===== config.mk =====
export PLATFORM = sky130hd
export DESIGN_NAME = stk_ptr_engine
export DESIGN_NICKNAME = d
export VERILOG_FILES = /design/src/rtl/stk_pkg.sv /design/src/rtl/stk_window_addr.sv /design/src/rtl/stk_ptr_step.sv /design/src/rtl/stk_burst_seq.sv /design/src/rtl/stk_ptr_engine.sv
export SDC_FILE = /design/constraint.sdc
export NUM_CORES = 1
export LEC_CHECK = 0
export ABC_AREA = 1
export ABC_CLOCK_PERIOD_IN_PS = 1300
export CORE_MARGIN = 5
export CORE_UTILIZATION = 43
export CTS_CLUSTER_DIAMETER = 50
export DETAILED_ROUTE_END_ITERATION = 10
export PLACE_DENSITY = 0.76
export SETUP_SLACK_MARGIN = 0.3
export SYNTH_ARGS = -nofsm -noshare
export SYNTH_HDL_FRONTEND = slang
export SYNTH_SLANG_ARGS = --single-unit
export TNS_END_PERCENT = 30

===== constraint.sdc =====
create_clock -name clk -period 1.3 [get_ports clk]
set_input_delay 0.26 -clock clk [delete_from_list [all_inputs] [get_ports clk]]
set_output_delay 0.26 -clock clk [all_outputs]
set_load 0.02 [all_outputs]

===== src/rtl/stk_pkg.sv =====
package stk_pkg;

    typedef enum logic [1:0] {
        BK_CALL = 2'd0,
        BK_RET  = 2'd1,
        BK_IRQ  = 2'd2,
        BK_RTI  = 2'd3
    } burst_kind_e;

    typedef enum logic [2:0] {
        TG_PCL  = 3'd0,
        TG_PCH  = 3'd1,
        TG_XR   = 3'd2,
        TG_ACC  = 3'd3,
        TG_CCR  = 3'd4,
        TG_DATA = 3'd5
    } byte_tag_e;

    localparam int IDX_W = 3;

    typedef struct packed {
        logic              active;
        burst_kind_e       kind;
        logic [IDX_W-1:0]  idx;
    } seq_state_t;

    function automatic logic [IDX_W-1:0] burst_len(burst_kind_e k);
        case (k)
            BK_CALL, BK_RET: return IDX_W'(2);
            default:         return IDX_W'(5);
        endcase
    endfunction

    function automatic logic burst_is_push(burst_kind_e k);
        return (k == BK_CALL) || (k == BK_IRQ);
    endfunction

    function automatic byte_tag_e burst_tag(burst_kind_e k, logic [IDX_W-1:0] i);
        byte_tag_e t;
        t = TG_DATA;
        case (k)
            BK_CALL: t = (i == 0) ? TG_PCL : TG_PCH;
            BK_RET:  t = (i == 0) ? TG_PCH : TG_PCL;
            BK_IRQ: begin
                case (i)
                    3'd0:    t = TG_PCL;
                    3'd1:    t = TG_PCH;
                    3'd2:    t = TG_XR;
                    3'd3:    t = TG_ACC;
                    default: t = TG_CCR;
                endcase
            end
            default: begin
                case (i)
                    3'd0:    t = TG_CCR;
                    3'd1:    t = TG_ACC;
                    3'd2:    t = TG_XR;
                    3'd3:    t = TG_PCH;
                    default: t = TG_PCL;
                endcase
            end
        endcase
        return t;
    endfunction

endpackage


===== src/rtl/stk_window_addr.sv =====
module stk_window_addr #(
    parameter int              ADDR_W   = 16,
    parameter int              PTR_W    = 6,
    parameter logic [ADDR_W-1:0] WIN_BASE = 16'h00C0
) (
    input  logic [PTR_W-1:0]  ptr,
    output logic [ADDR_W-1:0] addr
);
    localparam int HI_W = ADDR_W - PTR_W;
    localparam logic [HI_W-1:0] HI_PAT = WIN_BASE[ADDR_W-1:PTR_W];

    always_comb begin
        addr = {HI_PAT, ptr};
    end
endmodule


===== src/rtl/stk_ptr_step.sv =====
module stk_ptr_step #(
    parameter int PTR_W = 6
) (
    input  logic [PTR_W-1:0] ptr,
    input  logic             inc,
    input  logic             dec,
    output logic [PTR_W-1:0] ahead,
    output logic [PTR_W-1:0] nxt
);
    always_comb begin
        ahead = ptr + PTR_W'(1);
        if (dec)
            nxt = ptr - PTR_W'(1);
        else if (inc)
            nxt = ahead;
        else
            nxt = ptr;
    end
endmodule


===== src/rtl/stk_burst_seq.sv =====
module stk_burst_seq
    import stk_pkg::*;
(
    input  logic        clk,
    input  logic        rst_n,
    input  logic        abort,
    input  logic        start_vld,
    input  burst_kind_e start_kind,
    output logic        active,
    output logic        is_push,
    output byte_tag_e   tag,
    output logic        last
);
    seq_state_t st_d, st_q;

    always_comb begin
        st_d = st_q;
        if (abort) begin
            st_d.active = 1'b0;
            st_d.idx    = '0;
        end else if (st_q.active) begin
            if (last) begin
                st_d.active = 1'b0;
                st_d.idx    = '0;
            end else begin
                st_d.idx = st_q.idx + IDX_W'(1);
            end
        end else if (start_vld) begin
            st_d.active = 1'b1;
            st_d.kind   = start_kind;
            st_d.idx    = '0;
        end
    end

    always_ff @(posedge clk) begin
        if (!rst_n)
            st_q <= '{active: 1'b0, kind: BK_CALL, idx: '0};
        else
            st_q <= st_d;
    end

    always_comb begin
        active  = st_q.active;
        is_push = burst_is_push(st_q.kind);
        tag     = burst_tag(st_q.kind, st_q.idx);
        last    = st_q.active && (st_q.idx == burst_len(st_q.kind) - IDX_W'(1));
    end

    p_start_r7: assert property (@(posedge clk) disable iff (!rst_n)
        (!st_q.active && start_vld && !abort) |=> (st_q.active && st_q.idx == '0 && st_q.kind == $past(start_kind)));

    p_advance_r11: assert property (@(posedge clk) disable iff (!rst_n)
        (st_q.active && !abort && !last) |=> (st_q.active && st_q.idx == $past(st_q.idx) + IDX_W'(1) && st_q.kind == $past(st_q.kind)));

    p_finish_r11: assert property (@(posedge clk) disable iff (!rst_n)
        (last && !abort) |=> !st_q.active);

    p_abort_r2: assert property (@(posedge clk) disable iff (!rst_n)
        abort |=> !st_q.active);
endmodule


===== src/rtl/stk_ptr_engine.sv =====
module stk_ptr_engine
    import stk_pkg::*;
#(
    parameter int                ADDR_W   = 16,
    parameter int                PTR_W    = 6,
    parameter logic [ADDR_W-1:0] WIN_BASE = 16'h00C0
) (
    input  logic              clk,
    input  logic              rst_n,
    input  logic              sp_reset,
    input  logic              push_req,
    input  logic              pull_req,
    input  logic              call_req,
    input  logic              ret_req,
    input  logic              irq_req,
    input  logic              rti_req,
    output logic [ADDR_W-1:0] stk_addr,
    output logic              rd_en,
    output logic              wr_en,
    output logic [2:0]        byte_tag,
    output logic              busy
);
    localparam logic [PTR_W-1:0] PTR_TOP = '1;

    typedef struct packed {
        logic [PTR_W-1:0] sp;
    } ptr_state_t;

    ptr_state_t st_d, st_q;

    logic             seq_active, seq_push, seq_last;
    byte_tag_e        seq_tag;
    logic             start_vld;
    burst_kind_e      start_kind;
    logic             take, any_frame, single_wr, single_rd, burst_go;
    logic [PTR_W-1:0] sp_ahead, sp_next, addr_ptr;

    always_comb begin
        take       = !seq_active && !sp_reset;
        any_frame  = irq_req || call_req || rti_req || ret_req;
        start_vld  = take && any_frame;
        if (irq_req)       start_kind = BK_IRQ;
        else if (call_req) start_kind = BK_CALL;
        else if (rti_req)  start_kind = BK_RTI;
        else               start_kind = BK_RET;
        single_wr  = take && !any_frame && push_req;
        single_rd  = take && !any_frame && !push_req && pull_req;
        burst_go   = seq_active && !sp_reset;
        wr_en      = single_wr || (burst_go && seq_push);
        rd_en      = single_rd || (burst_go && !seq_push);
        byte_tag   = burst_go ? 3'(seq_tag) : 3'(TG_DATA);
        busy       = seq_active;
        addr_ptr   = rd_en ? sp_ahead : st_q.sp;
    end

    stk_burst_seq u_seq (
        .clk        (clk),
        .rst_n      (rst_n),
        .abort      (sp_reset),
        .start_vld  (start_vld),
        .start_kind (start_kind),
        .active     (seq_active),
        .is_push    (seq_push),
        .tag        (seq_tag),
        .last       (seq_last)
    );

    stk_ptr_step #(.PTR_W(PTR_W)) u_step (
        .ptr   (st_q.sp),
        .inc   (rd_en),
        .dec   (wr_en),
        .ahead (sp_ahead),
        .nxt   (sp_next)
    );

    stk_window_addr #(.ADDR_W(ADDR_W), .PTR_W(PTR_W), .WIN_BASE(WIN_BASE)) u_addr (
        .ptr  (addr_ptr),
        .addr (stk_addr)
    );

    always_comb begin
        st_d = st_q;
        if (sp_reset)
            st_d.sp = PTR_TOP;
        else
            st_d.sp = sp_next;
    end

    always_ff @(posedge clk) begin
        if (!rst_n)
            st_q <= '{sp: PTR_TOP};
        else
            st_q <= st_d;
    end

    p_window_r3: assert property (@(posedge clk) disable iff (!rst_n)
        (rd_en || wr_en) |-> (stk_addr[ADDR_W-1:PTR_W] == WIN_BASE[ADDR_W-1:PTR_W]));

    p_reload_r2: assert property (@(posedge clk) disable iff (!rst_n)
        sp_reset |=> (st_q.sp == PTR_TOP && !busy));

    p_push_step_r4: assert property (@(posedge clk) disable iff (!rst_n)
        wr_en |=> (st_q.sp == $past(st_q.sp) - PTR_W'(1)));

    p_pull_step_r5: assert property (@(posedge clk) disable iff (!rst_n)
        rd_en |=> (st_q.sp == $past(st_q.sp) + PTR_W'(1)));

    p_one_strobe_r6: assert property (@(posedge clk) disable iff (!rst_n)
        !(rd_en && wr_en));

    p_single_tag_r13: assert property (@(posedge clk) disable iff (!rst_n)
        ((rd_en || wr_en) && !busy) |-> (byte_tag == 3'(TG_DATA)));

    p_busy_end_r11: assert property (@(posedge clk) disable iff (!rst_n)
        (seq_last && !sp_reset) |=> !busy);
endmodule


# Word level (Yosys, flattened, before mapping)
# Cells that the tools add are included.
[word_totals] ff_bits=12 in_bits=9 out_inout_bits=22
[classes] addsub=4 n_eq_ne=6 mux=17 n_bitwise=3 reduce_logical=27
[op_table] operator="$pmux 3 s4" n=2
[op_table] operator="$mux 6" n=3
[op_table] operator="$mux 3" n=4
[op_table] operator="$logic_and 1x1->1" n=10
[op_table] operator="$pmux 3 s3" n=1
[op_table] operator="$add 6x1->6 const B" n=1
[op_table] operator="$eq 3x2->1 const B" n=2
[op_table] operator="$logic_or 1x1->1" n=6
[op_table] operator="$mux 2" n=3
[op_table] operator="$sub 6x1->6 const B" n=1
[op_table] operator="$logic_not 1->1" n=5
[op_table] operator="$mux 1" n=4
[op_table] operator="$reduce_or 2->1" n=2
[op_table] operator="$add 3x1->3 const B" n=1
[op_table] operator="$eq 3x1->1 const B" n=1
[op_table] operator="$eq 3x3->1" n=1
[op_table] operator="$logic_not 3->1" n=1
[op_table] operator="$not 1->1" n=3
[op_table] operator="$reduce_and 3->1" n=1
[op_table] operator="$sub 3x1->3 const B" n=1
[op_table] operator="$eq 2x1->1 const B" n=1
[op_table] operator="$eq 2x2->1 const B" n=1
[op_table] operator="$logic_not 2->1" n=1
[op_table] operator="$reduce_bool 2->1" n=1

# Longest topological paths before layout
[depth] depth_word=10 mapped_depth=8 depth_no_buf=8

# Cells and area by module
# A second synthesis with hierarchy kept.
[hier_totals] hier_cells=189 hier_area_um2=1262.5
[modules_own_cells] mod="stk_burst_seq" instances=1 cells_each=57 area_per_inst_um2=406.6
[modules_own_cells] mod="stk_ptr_engine" instances=1 cells_each=59 area_per_inst_um2=397.9
[modules_own_cells] mod="stk_ptr_step" instances=1 cells_each=55 area_per_inst_um2=330.3
[modules_own_cells] mod="stk_window_addr" instances=1 cells_each=18 area_per_inst_um2=127.6

# Worst setup path before layout
# No wires, ideal clock.
[synth_path] kind="register to output" from="reg u_seq.st_q (netlist bit u_seq.active)" to="out stk_addr[0]" t_arrival_ps=1253 t_required_ps=1040 setup_slack_ps=-213 path_stages_with_launch=7 n_path_buf=0 path_cell_list="dfxtp_1 -> nand2_2 -> inv_2 -> nand2_4 -> nand2_4 -> nand2_1 -> and2_1"
[synth_between] elab_chain_len=7 elab_cells_between_ends=9 classes_between="mux: 1; reduce/logical: 8"
[synth_rtl] item="from (decl)" line="stk_burst_seq.sv:14" source="seq_state_t st_d, st_q;"
[synth_rtl] item="from (signal assigned)" line="stk_burst_seq.sv:37" source="st_q <= '{active: 1'b0, kind: BK_CALL, idx: '0};"
[synth_rtl] item="from (signal assigned)" line="stk_burst_seq.sv:39" source="st_q <= st_d;"
[synth_rtl] item="$logic_not 1->1" line="stk_ptr_engine.sv:39" source="take = !seq_active && !sp_reset;"
[synth_rtl] item="$logic_and 1x1->1" line="stk_ptr_engine.sv:39"
[synth_rtl] item="$logic_and 1x1->1 (3 in series)" line="stk_ptr_engine.sv:47" source="single_rd = take && !any_frame && !push_req && pull_req;"
[synth_rtl] item="$logic_or 1x1->1 *" line="stk_ptr_engine.sv:50" source="rd_en = single_rd || (burst_go && !seq_push);"
[synth_rtl] item="via rd_en" line="stk_ptr_engine.sv:18" source="output logic rd_en,"
[synth_rtl] item="$mux 6 *"
[synth_rtl] item="to (decl)" line="stk_ptr_engine.sv:17" source="output logic [ADDR_W-1:0] stk_addr,"
# The timed path passes the listed nets; every way through them passes the cells marked *.

# Final worst setup path
[layout_path] from="reg u_seq.st_q (netlist bit u_seq.active)" to="out stk_addr[5]"
[layout_between] elab_chain_len=7 elab_cells_between_ends=9 classes_between="mux: 1; reduce/logical: 8"
[layout_rtl] item="$logic_not 1->1" line="stk_ptr_engine.sv:39"
[layout_rtl] item="$logic_and 1x1->1" line="stk_ptr_engine.sv:39"
[layout_rtl] item="$logic_and 1x1->1 (3 in series)" line="stk_ptr_engine.sv:47"
[layout_rtl] item="$logic_or 1x1->1 *" line="stk_ptr_engine.sv:50"
[layout_rtl] item="$mux 6 *"
# Mark *: on every way between the ends. The rest lies on a longest branch, timed or not.

==> results_dict.tcl <==
set metrics [dict create \
    drtAntennaViolNets 0 \
    seqPwrFrac_pct 40.7 \
    maxCapViolations 0 \
    cpPeakStageDelay_ns 0.36 \
    hold_start "irq_req" \
    drc 0 \
    cts_tree "done" \
    cp-end-kind "output port" \
    clockRootBuffer "clkbuf_4" \
    worstRegToRegCells 9 \
    synth_cell_types 27 \
    path_clk_slew_ns 0.08 \
    p_switching_w 0.000331 \
    first_pass_iters 4 \
    fin_skew_ns 0.000543 \
    ys_seq_elements 12 \
    die-area_um2 3670 \
    grt_overflow 0 \
    synthesis.area_um2 1100 \
    seq_area_frac_synth_pct 21.8 \
    dp_hpwl_um 2260 \
    finalHoldViolCount 0 \
    cp.required_ns 1.04 \
    rsz0062_at_grt "true" \
    setup_viol 17 \
    synth_cells 162 \
    cts_buffer_depth 2 \
    powerDensity_nw_per_um2 539 \
    cts_buffers 3 \
    leakagePower_nw 0.866 \
    core-area_um2 2450 \
    yosysWarnings 0 \
    crit_slowest_cell "dfxtp_4" \
    power_w 0.000966 \
    antenna_found_initial 0 \
    timing.final.crit_share_pct 132 \
    r2r_start "u_seq.active$_SDFF_PP0_" \
    path_class "reg -> out" \
    grt_use_total_pct 18.3 \
    vias 1231 \
    rows 18 \
    failed_checks "negative setup slack" \
    fmax_mhz 583 \
    htree_levels 1 \
    layout_common_cells "buf_4, nand3_1, nand2_1" \
    hold_path_end "u_seq.st_q[4]$_SDFFE_PN0P_" \
    path_delay_family "simple AND/OR/NAND/NOR gates" \
    dpl_cell_area_um2 1560 \
    die_w_um 60.6 \
    wl_per_cell_um 12.7 \
    drive_above_1_share_pct 47.4 \
    grt_pass1_wl_um 5120 \
    synthArstFlopShare_pct 0 \
    internal_power_w 0.000635 \
    ff2ff_setup_slack_ns -0.07 \
    worstPathArrival_ns 1.46 \
    layout_commonest_cell "buf_4" \
    clock_latency_ns 0.27 \
    fin_crit_ns 1.72 \
    synth-edff-count 0 \
    place_congestion 0.897 \
    start_util_pct 44.8 \
    design_area_um2 1790 \
    setup_slack_ns -0.415 \
    r2r_end "st_q[2]$_SDFF_PP1_" \
    cp_max_fo 7 \
    synthFlopType "dfxtp_1" \
    io_buffers 20 \
    path_buf_inv 1 \
    crit_chain "nor2_4 -> nand4_4 -> nand2_8 -> nand2_2 -> and2_4 -> buf_6" \
    ioPinCount 31 \
    combPwrFrac_pct 33.4 \
    grt_pass1_vias 1190 \
    hp-class "in -> reg" \
    first_iter_violations 34 \
    clkPwrFrac_pct 25.9 \
    area_delta_synth_final_pct 62.9 \
    slew_viol_final 0 \
    drt_wl_total_um 3100 \
    vdd_ir_drop_max_mv 0.571 \
    min_path_cells 3 \
    avgSynthCellArea_um2 6.79 \
    nets 230 \
    hold_ws_ns 0.505 \
    clock-sinks 12 \
    n_antenna_cell 0 \
    start_kind "flip-flop" \
    status "finished with violations" \
    setup_tns_ns -4.53 \
    grt_max_degree 11 \
    sw_frac_of_total_pct 34.3 \
    vias_per_cell 5.07 \
    die_h_um 60.6 \
]
sequential cells by signal (all words and copies together), names as in the netlist:
signal	cells
st_q	6
u_seq.active	1
u_seq.st_q	5
worst min-delay path, cell delays in order:
cell	delay (ns)
dlygate4sd2_1	0.26
nor3_1	0.07
nor3_1	0.13
through the flow:
| stage | std cells | utilization, % | worst slack (ns) |
|---|---|---|---|
| 2_1_floorplan | 170 | - | -0.00502 |
| 3_3_place_gp | 234 | 63.4 | -0.964 |
| 3_5_place_dp | 234 | 63.4 | -1.00 |
| 4_1_cts | 241 | 70.0 | -0.446 |
| 5_1_grt | 243 | 73.0 | -0.499 |
| 6_report | 243 | 73.0 | -0.415 |
layout make-up:
class	count	area, um^2
Clock buffer	4	26.3
Inverter	22	95.1
Tap cell	30	37.5
Multi-Input combinational cell	125	951
Timing Repair Buffer	50	423
Fill cell	185	663
Sequential cell	12	259
synth_stat cells (2+ instances only):
cell     instances  share of area [%]
ha_1             7                8.0
nor2_1          10                3.4
a21oi_1         14                6.4
buf_4           10                6.8
inv_1           19                6.5
nand2_4          2                2.0
o21ai_0          5                2.3
nand2_1         27                9.2
conb_1           2               0.68
dfxtp_1         12                 22
nand3_1         25                 11
xor2_1           5                4.0
nor2_4           3                3.1
and2_1           6                3.4
nor3_1           3                1.4
logic make-up (layout without fill, tap and decap cells):
logic type	count (synthesis)	count (layout)	synth area share (%)
xor gates and xnor gates	6	6	4.78
adders and majority gates	7	7	7.96
other	2	10	0.683
DFF	12	12	21.8
buffers and inverters	33	76	15.0
AOI/OAI and AO/OA	21	21	11.1
and+or+nand+nor	81	81	38.6
worst max path at each step:
| stage | startpoint | end | slack (ns) | depth (start not counted) |
|---|---|---|---|---|
| 3_5_place_dp | pull_req | stk_addr[4] | -1.00 | 8 |
| 2_1_floorplan | u_seq.active$_SDFF_PP0_ | stk_addr[5] | -0.005 | 5 |
| 6_report | u_seq.active$_SDFF_PP0_ | stk_addr[5] | -0.42 | 6 |
| 5_1_grt | st_q[3]$_SDFF_PP1_ | stk_addr[5] | -0.50 | 7 |
| 3_3_place_gp | pull_req | stk_addr[5] | -0.96 | 7 |
| 4_1_cts | u_seq.active$_SDFF_PP0_ | stk_addr[3] | -0.45 | 6 |
power by group through the flow:
stage / Sequential, W / Clock, W / Combinational, W
floorplan: 0.000405 / 0 / 0.000186
global placement: 0.000402 / 0 / 0.000284
detailed placement: 0.000403 / 0 / 0.000291
CTS: 0.000391 / 0.000260 / 0.000305
global route: 0.000396 / 0.000290 / 0.000350
finish: 0.000394 / 0.000250 / 0.000322
per-layer routing:
layer,global-route usage [%],part of all wire (%)
met3,2.77,4.7
met4,7.74,2.2
met5,0,0
met2,30.2,51
met1,23.7,42
timing repair:
action | in CTS | in global routing
setup buffers | 3 | 2
hold buffers | 0 | 0
resized for setup | 108 | 16
gates cloned | 0 | 0
pin swaps | 14 | 10
setup endpoints to repair | 24 | 24
Power figures use the tool's default switching activity.
